### src/rtl/iwin_pkg.sv
`timescale 1ns/1ps
package iwin_pkg;

    localparam int WORD_W  = 16;
    localparam int FIELD_W = 5;

    typedef enum logic [1:0] {
        OPC_RSVD0 = 2'd0,
        OPC_WRITE = 2'd1,
        OPC_READ  = 2'd2,
        OPC_RSVD3 = 2'd3
    } opcode_e;

    typedef enum logic {
        ENG_IDLE  = 1'b0,
        ENG_ISSUE = 1'b1
    } eng_state_e;

endpackage

### src/rtl/iwin_cmd_decode.sv
`timescale 1ns/1ps
module iwin_cmd_decode
    import iwin_pkg::*;
#(
    parameter int ADDR_W = FIELD_W,
    parameter int REG_W  = FIELD_W
) (
    input  logic [REG_W+ADDR_W+1:0] cmd_low,
    output logic                    op_write,
    output logic [ADDR_W-1:0]       dev,
    output logic [REG_W-1:0]        regn
);

    localparam int OP_LSB = REG_W + ADDR_W;

    opcode_e op;

    always_comb begin
        op       = opcode_e'(cmd_low[OP_LSB +: 2]);
        op_write = (op == OPC_WRITE);
        dev      = cmd_low[REG_W +: ADDR_W];
        regn     = cmd_low[0 +: REG_W];
    end

endmodule

### src/rtl/iwin_window_regs.sv
`timescale 1ns/1ps
module iwin_window_regs
    import iwin_pkg::*;
#(
    parameter int DATA_W = WORD_W,
    parameter int ADDR_W = FIELD_W,
    parameter int REG_W  = FIELD_W
) (
    input  logic              clk,
    input  logic              rst_n,
    input  logic              wr_cmd,
    input  logic              wr_data,
    input  logic [DATA_W-1:0] wdata,
    input  logic              rsp_ready,
    input  logic [DATA_W-1:0] rsp_rdata,
    output logic [DATA_W-1:0] cmd_view,
    output logic [DATA_W-1:0] data_view,
    output logic              busy,
    output logic              req_valid,
    output logic              req_write,
    output logic [ADDR_W-1:0] req_dev,
    output logic [REG_W-1:0]  req_reg,
    output logic [DATA_W-1:0] req_wdata
);

    localparam int OP_LSB   = REG_W + ADDR_W;
    localparam int FMT_BIT  = OP_LSB + 2;
    localparam int BUSY_BIT = DATA_W - 1;

    typedef struct packed {
        eng_state_e          st;
        logic [BUSY_BIT-1:0] cmd;
        logic [DATA_W-1:0]   data;
    } win_t;

    win_t    w_d, w_q;
    opcode_e new_op;
    logic    launch_ok;

    always_comb begin
        new_op    = opcode_e'(wdata[OP_LSB +: 2]);
        launch_ok = wdata[BUSY_BIT] && wdata[FMT_BIT] &&
                    (new_op == OPC_WRITE || new_op == OPC_READ);
    end

    always_comb begin
        w_d = w_q;
        unique case (w_q.st)
            ENG_IDLE: begin
                if (wr_cmd) begin
                    w_d.cmd = wdata[BUSY_BIT-1:0];
                    if (launch_ok) begin
                        w_d.st = ENG_ISSUE;
                    end
                end
                if (wr_data) begin
                    w_d.data = wdata;
                end
            end
            ENG_ISSUE: begin
                if (rsp_ready) begin
                    w_d.st = ENG_IDLE;
                    if (!req_write) begin
                        w_d.data = rsp_rdata;
                    end
                end
            end
            default: w_d.st = ENG_IDLE;
        endcase
    end

    always_ff @(posedge clk or negedge rst_n) begin
        if (!rst_n) begin
            w_q.st   <= ENG_IDLE;
            w_q.cmd  <= '0;
            w_q.data <= '0;
        end else begin
            w_q <= w_d;
        end
    end

    iwin_cmd_decode #(
        .ADDR_W (ADDR_W),
        .REG_W  (REG_W)
    ) u_dec (
        .cmd_low  (w_q.cmd[OP_LSB+1:0]),
        .op_write (req_write),
        .dev      (req_dev),
        .regn     (req_reg)
    );

    assign busy      = (w_q.st == ENG_ISSUE);
    assign req_valid = busy;
    assign req_wdata = w_q.data;
    assign cmd_view  = {busy, w_q.cmd};
    assign data_view = w_q.data;

    // request fields frozen while waiting for ready
    a_r5_req_hold: assert property (@(posedge clk) disable iff (!rst_n)
        req_valid && !rsp_ready |=> req_valid && $stable(req_dev) &&
        $stable(req_reg) && $stable(req_write) && $stable(req_wdata));

    // read result lands in the data window
    a_r4_read_capture: assert property (@(posedge clk) disable iff (!rst_n)
        req_valid && rsp_ready && !req_write |=> data_view == $past(rsp_rdata));

    // busy drops right after ready
    a_r3_busy_release: assert property (@(posedge clk) disable iff (!rst_n)
        req_valid && rsp_ready |=> !busy);

    // command write during busy leaves the stored command alone
    a_r6_cmd_ignored: assert property (@(posedge clk) disable iff (!rst_n)
        busy && wr_cmd |=> $stable(cmd_view[BUSY_BIT-1:0]));

    // data write during busy leaves the data window alone
    a_r7_data_ignored: assert property (@(posedge clk) disable iff (!rst_n)
        busy && wr_data && !rsp_ready |=> $stable(data_view));

    // malformed command never raises busy
    a_r8_no_launch: assert property (@(posedge clk) disable iff (!rst_n)
        !busy && wr_cmd && !launch_ok |=> !busy);

endmodule

### src/rtl/iwin_host_port.sv
`timescale 1ns/1ps
module iwin_host_port
    import iwin_pkg::*;
#(
    parameter int DATA_W   = WORD_W,
    parameter int ADDR_W   = FIELD_W,
    parameter int REG_W    = FIELD_W,
    parameter int CMD_OFS  = 0,
    parameter int DATA_OFS = 1
) (
    input  logic [ADDR_W-1:0] strap_addr,
    input  logic              h_valid,
    input  logic              h_write,
    input  logic [ADDR_W-1:0] h_addr,
    input  logic [REG_W-1:0]  h_reg,
    input  logic [DATA_W-1:0] h_wdata,
    output logic              h_ready,
    output logic [DATA_W-1:0] h_rdata,
    input  logic [DATA_W-1:0] cmd_view,
    input  logic [DATA_W-1:0] data_view,
    output logic              wr_cmd,
    output logic              wr_data,
    input  logic              eng_valid,
    input  logic              eng_write,
    input  logic [ADDR_W-1:0] eng_dev,
    input  logic [REG_W-1:0]  eng_reg,
    input  logic [DATA_W-1:0] eng_wdata,
    output logic              eng_ready,
    output logic              ib_valid,
    output logic              ib_write,
    output logic [ADDR_W-1:0] ib_dev,
    output logic [REG_W-1:0]  ib_reg,
    output logic [DATA_W-1:0] ib_wdata,
    input  logic              ib_ready,
    input  logic [DATA_W-1:0] ib_rdata
);

    logic direct;
    logic hit;
    logic host_wr;

    always_comb begin
        direct  = (strap_addr == '0);
        hit     = (h_addr == strap_addr);
        host_wr = h_valid && h_write && hit && !direct;

        wr_cmd  = host_wr && (h_reg == REG_W'(CMD_OFS));
        wr_data = host_wr && (h_reg == REG_W'(DATA_OFS));

        if (direct) begin
            ib_valid  = h_valid;
            ib_write  = h_write;
            ib_dev    = h_addr;
            ib_reg    = h_reg;
            ib_wdata  = h_wdata;
            h_ready   = ib_ready;
            h_rdata   = ib_rdata;
            eng_ready = 1'b0;
        end else begin
            ib_valid  = eng_valid;
            ib_write  = eng_write;
            ib_dev    = eng_dev;
            ib_reg    = eng_reg;
            ib_wdata  = eng_wdata;
            h_ready   = 1'b1;
            eng_ready = ib_ready;
            if (!hit) begin
                h_rdata = '1;
            end else if (h_reg == REG_W'(CMD_OFS)) begin
                h_rdata = cmd_view;
            end else if (h_reg == REG_W'(DATA_OFS)) begin
                h_rdata = data_view;
            end else begin
                h_rdata = '0;
            end
        end
    end

endmodule

### src/rtl/iwin_engine.sv
`timescale 1ns/1ps
module iwin_engine
    import iwin_pkg::*;
#(
    parameter int DATA_W   = WORD_W,
    parameter int ADDR_W   = FIELD_W,
    parameter int REG_W    = FIELD_W,
    parameter int CMD_OFS  = 0,
    parameter int DATA_OFS = 1
) (
    input  logic              clk,
    input  logic              rst_n,
    input  logic [ADDR_W-1:0] strap_addr,
    input  logic              h_valid,
    input  logic              h_write,
    input  logic [ADDR_W-1:0] h_addr,
    input  logic [REG_W-1:0]  h_reg,
    input  logic [DATA_W-1:0] h_wdata,
    output logic              h_ready,
    output logic [DATA_W-1:0] h_rdata,
    output logic              ib_valid,
    output logic              ib_write,
    output logic [ADDR_W-1:0] ib_dev,
    output logic [REG_W-1:0]  ib_reg,
    output logic [DATA_W-1:0] ib_wdata,
    input  logic              ib_ready,
    input  logic [DATA_W-1:0] ib_rdata
);

    logic [DATA_W-1:0] cmd_view;
    logic [DATA_W-1:0] data_view;
    logic              wr_cmd;
    logic              wr_data;
    logic              eng_busy;
    logic              eng_valid;
    logic              eng_write;
    logic [ADDR_W-1:0] eng_dev;
    logic [REG_W-1:0]  eng_reg;
    logic [DATA_W-1:0] eng_wdata;
    logic              eng_ready;

    iwin_window_regs #(
        .DATA_W (DATA_W),
        .ADDR_W (ADDR_W),
        .REG_W  (REG_W)
    ) u_win (
        .clk       (clk),
        .rst_n     (rst_n),
        .wr_cmd    (wr_cmd),
        .wr_data   (wr_data),
        .wdata     (h_wdata),
        .rsp_ready (eng_ready),
        .rsp_rdata (ib_rdata),
        .cmd_view  (cmd_view),
        .data_view (data_view),
        .busy      (eng_busy),
        .req_valid (eng_valid),
        .req_write (eng_write),
        .req_dev   (eng_dev),
        .req_reg   (eng_reg),
        .req_wdata (eng_wdata)
    );

    iwin_host_port #(
        .DATA_W   (DATA_W),
        .ADDR_W   (ADDR_W),
        .REG_W    (REG_W),
        .CMD_OFS  (CMD_OFS),
        .DATA_OFS (DATA_OFS)
    ) u_port (
        .strap_addr (strap_addr),
        .h_valid    (h_valid),
        .h_write    (h_write),
        .h_addr     (h_addr),
        .h_reg      (h_reg),
        .h_wdata    (h_wdata),
        .h_ready    (h_ready),
        .h_rdata    (h_rdata),
        .cmd_view   (cmd_view),
        .data_view  (data_view),
        .wr_cmd     (wr_cmd),
        .wr_data    (wr_data),
        .eng_valid  (eng_valid),
        .eng_write  (eng_write),
        .eng_dev    (eng_dev),
        .eng_reg    (eng_reg),
        .eng_wdata  (eng_wdata),
        .eng_ready  (eng_ready),
        .ib_valid   (ib_valid),
        .ib_write   (ib_write),
        .ib_dev     (ib_dev),
        .ib_reg     (ib_reg),
        .ib_wdata   (ib_wdata),
        .ib_ready   (ib_ready),
        .ib_rdata   (ib_rdata)
    );

    // the windowed engine stays quiet in direct mode
    a_r10_direct_quiet: assert property (@(posedge clk) disable iff (!rst_n)
        (strap_addr == '0) |-> !eng_busy);

    // no window strobe reaches the engine for a foreign address
    a_r9_foreign_idle: assert property (@(posedge clk) disable iff (!rst_n)
        !eng_busy && h_valid && (h_addr != strap_addr) |=> !eng_busy);

endmodule

### config.mk
export PLATFORM = sky130hd
export DESIGN_NAME = iwin_engine
export DESIGN_NICKNAME = d
export VERILOG_FILES = /design/src/rtl/iwin_pkg.sv /design/src/rtl/iwin_cmd_decode.sv /design/src/rtl/iwin_window_regs.sv /design/src/rtl/iwin_host_port.sv /design/src/rtl/iwin_engine.sv
export SDC_FILE = /design/constraint.sdc
export NUM_CORES = 1
export LEC_CHECK = 0
export ABC_AREA = 1
export BUFFER_PORTS_ARGS = -buffer_cell sky130_fd_sc_hd__buf_2
export CAP_MARGIN = 20
export CORE_MARGIN = 1
export CORE_UTILIZATION = 25
export CTS_CLUSTER_SIZE = 20
export DETAILED_ROUTE_END_ITERATION = 10
export RECOVER_POWER = 25
export SETUP_SLACK_MARGIN = 0.2
export SYNTH_ARGS = -nofsm -noshare
export SYNTH_HDL_FRONTEND = slang
export SYNTH_HIERARCHICAL = 1
export SYNTH_SLANG_ARGS = --single-unit
### constraint.sdc
create_clock -name clk -period 2.72 [get_ports clk]
set_input_delay 0.544 -clock clk [delete_from_list [all_inputs] [get_ports clk]]
set_output_delay 0.544 -clock clk [all_outputs]
set_load 0.02 [all_outputs]
==> impl_metrics.csv <==
group,metric,value,unit
run_status,outcome,"finished, violations left",
run_status,violations,"max-capacitance violations, max-slew violations",
place,hpwl,6.95,mm
drt,avgViaCountPerCell,4.64,
synthesis,ys_seq_elements,32,
critical_path,required,2.18,ns
critical_path,arrival,1.74,ns
cells_and_area,synthToLayoutAreaGrowth,19.7,%
clock_network,post_cts_buffers,0,
sta,slew_headroom,-0.187,
critical_path,path_class,"in -> out",
hold_path,hold_path.class,"reg -> reg",
place,port_buffers,96,
clock_network,root_buffer,"clkbuf_16",
global_route,grt.met1_usage,0.225,
cells_and_area,fin_area,3420,um2
sta,finalClockSkew,0.00208,ns
die,die_area,11900,um2
synthesis,synth.area.top_cells,"nand2_1 (30%), dfrtp_1 (28%), buf_4 (7.9%)",
clock_network,cts_tree,"yes",
drt,avgRoutedWirePerCell,14.6,um
power_and_ir_drop,p_total,1.37,mW
critical_path,crit_fanout,17,
global_route,gr-total-overflow,0,
synthesis,synth-simple-area-share,0.480,
synthesis,synth_top_area_frac,0.297,
global_route,grt_use_total,0.166,
flow_run,maxCapViolCount,1,
sta,rsz0062_at_grt,"no",
place,placed_cell_area,3250,um2
drt,vias,3097,
cells_and_area,n_fill_cell,1203,
synthesis,syn_avg_cell_area,6.11,um2
critical_path,cp-start-kind,"input port",
clock_network,cts_num_sinks,32,
critical_path,cp_common_cell,"buf_2",
synthesis,yosysWarnings,6,
global_route,grt_util_met2,0.274,
power_and_ir_drop,p_leak,1.96,nW
critical_path,cpPeakStageDelay,0.40,ns
power_and_ir_drop,vdd_drop_max,0.181,mV
drt,ant_nets,0,
place,gp_congestion,0.874,
critical_path,cp_cell_sequence,"buf_2 -> nor2_4 -> nand4_1 -> nand2_1 -> inv_1 -> a21oi_2 -> buf_2",
die,start_util,0.260,
clock_network,clkTransAtPathRegs,0.05,ns
cells_and_area,layout-drive-gt1-share,0.266,
global_route,grt_pass1_vias,2967,
sta,finalSetupViolations,0,
critical_path,worstRegToRegCells,6,
die,die_h,109,um
cells_and_area,final_util,0.311,
sta,hold_viol,0,
clock_network,cts.htree.levels,2,
synthesis,synth_area,2860,um2
die,rows,38,
synthesis,synthCells,467,
sta,fmax,0.437,GHz
power_and_ir_drop,power_density,400,nW/um2
drt,first_pass_iters,5,
sta,setup_tns,0,ns
cells_and_area,antenna_cells,0,
clock_network,cts_made_buffers,5,
die,core_area,11000,um2
die,die_w,109,um
synthesis,synth_top_family_by_area,"simple AND/OR/NAND/NOR gates",
drt,drt_first_iter_violations,256,
drt,route.detailed.drc,0,
global_route,antenna_found_initial,0,
global_route,grt_pass1_wl,15.2,mm
critical_path,critPathCaptureType,"output port",
cells_and_area,nets,578,
sta,worst_pin_slew,1.78,ns
synthesis,syn_nets,519,
clock_network,clk_latency,0.27,ns
clock_network,clock_path_buffers,2,
critical_path,cpMaxStageDelayCell,"nor2_4",
sta,drv_slew,33,
synthesis,synth-xor-area-share,0,
synthesis,synthMuxAreaShare,0,
hold_path,hold-path-cell-count,2,
global_route,top_usage_layer,"met2",
global_route,gr-usage-met3,0.0233,
synthesis,ys_seq_area_frac,0.280,
sta,min_period,2.29,ns
clock_network,cts_resized,0,
sta,holdWs,0.473,ns
sta,fin_crit_sh,0.842,
synthesis,synth_compound_area_frac,0.0605,
clock_network,cts_hold_buf,0,
global_route,grt_max_degree,36,
drt,drt_wl_total,9.75,mm
synthesis,synth_cell_types,25,
synthesis,synth_top_area_cell,"nand2_1",
synthesis,synthAdderAreaFrac,0,
die,ios,97,
## layout by cell type, fill, tap and decap left out, drive strengths merged, types with 2 or more instances in the layout
cell    netlist  final
buf          47    103
nand3        21     21
nand4        32     32
inv          40     40
o21ai        10     10
clkbuf        5      6
a21oi        17     17
dfrtp        32     32
clkinv        1      2
nand2       232    232
nor2         29     29
## area by class of cell
class	count	area, um2	area share
clock buffer	5	125	0.0366
inverter	41	154	0.0450
clock inverter	3	42.5	0.0124
timing repair buffer	104	577	0.169
multi-input combinational	342	1540	0.451
tap	140	175	0.0513
sequential	32	801	0.234
## cells by family (layout without fill, tap and decap cells)
family,after synthesis,after routing
and+or+nand+nor,315,315
buffers and inverters,93,153
DFF,32,32
AOI/OAI and AO/OA,27,27
## stage by stage
stage | instances | setup slack (ns)
3_5_place_dp | 659 | 0.448
5_1_grt | 667 | 0.341
6_report | 667 | 0.431
4_1_cts | 667 | 0.449
3_3_place_gp | 659 | 0.462
2_1_floorplan | 467 | 0.668
## critical path: cells and delay by family
| family | cells | cell delay [ns] |
|---|---|---|
| AND/OR/NAND/NOR | 3 | 0.70 |
| buffers and inverters | 3 | 0.35 |
| AO/OA/AOI/OAI | 1 | 0.12 |
## power breakdown
group,internal (mW),switching (mW)
sequential,0.485,0.00763
clock,0.430,0.211
combinational,0.0792,0.154
total,0.994,0.373
## Yosys cell counts
library cell and instances:
inv_2 5, inv_1 35, nand3_4 1, buf_6 3, or2_2 1, o21ai_1 1, clkbuf_1 5, a21oi_1 7
dfrtp_1 32, clkinv_1 1, nand3_1 19, nand2_2 5, o21ai_0 9, nor2_2 1, nor2_8 1, nand3_2 1
nor2_4 3, nand4_1 32, buf_4 30, buf_8 1, buf_2 13, nand2_1 226, nand2_4 1, a21oi_2 10
nor2_1 24
## routing by layer
layer  up-vias  wire length [um]
met1      1448              4540
met4         0                87
met2        91              4660
li1       1550                 -
met3         8               464
met5         -                 0
## state kept, by name, summed over array words and instances, names as in the netlist
register and cells:
u_win/cmd_view 15, u_win/data_view 16, u_win/busy 1
## path summary, 6_finish.rpt
check                              startpoint                   to  slack [ns]
max reg2reg                        u_win/busy   u_win/data_view[6]        0.81
max                                  h_reg[0]           h_rdata[2]        0.43
min reg2reg                u_win/cmd_view[13]   u_win/cmd_view[13]        0.47
min                        u_win/cmd_view[13]   u_win/cmd_view[13]        0.47
max in group asynchronous               rst_n   u_win/data_view[5]        0.95
min in group asynchronous               rst_n  u_win/data_view[12]        0.74
(Power assumes the default switching activity.)
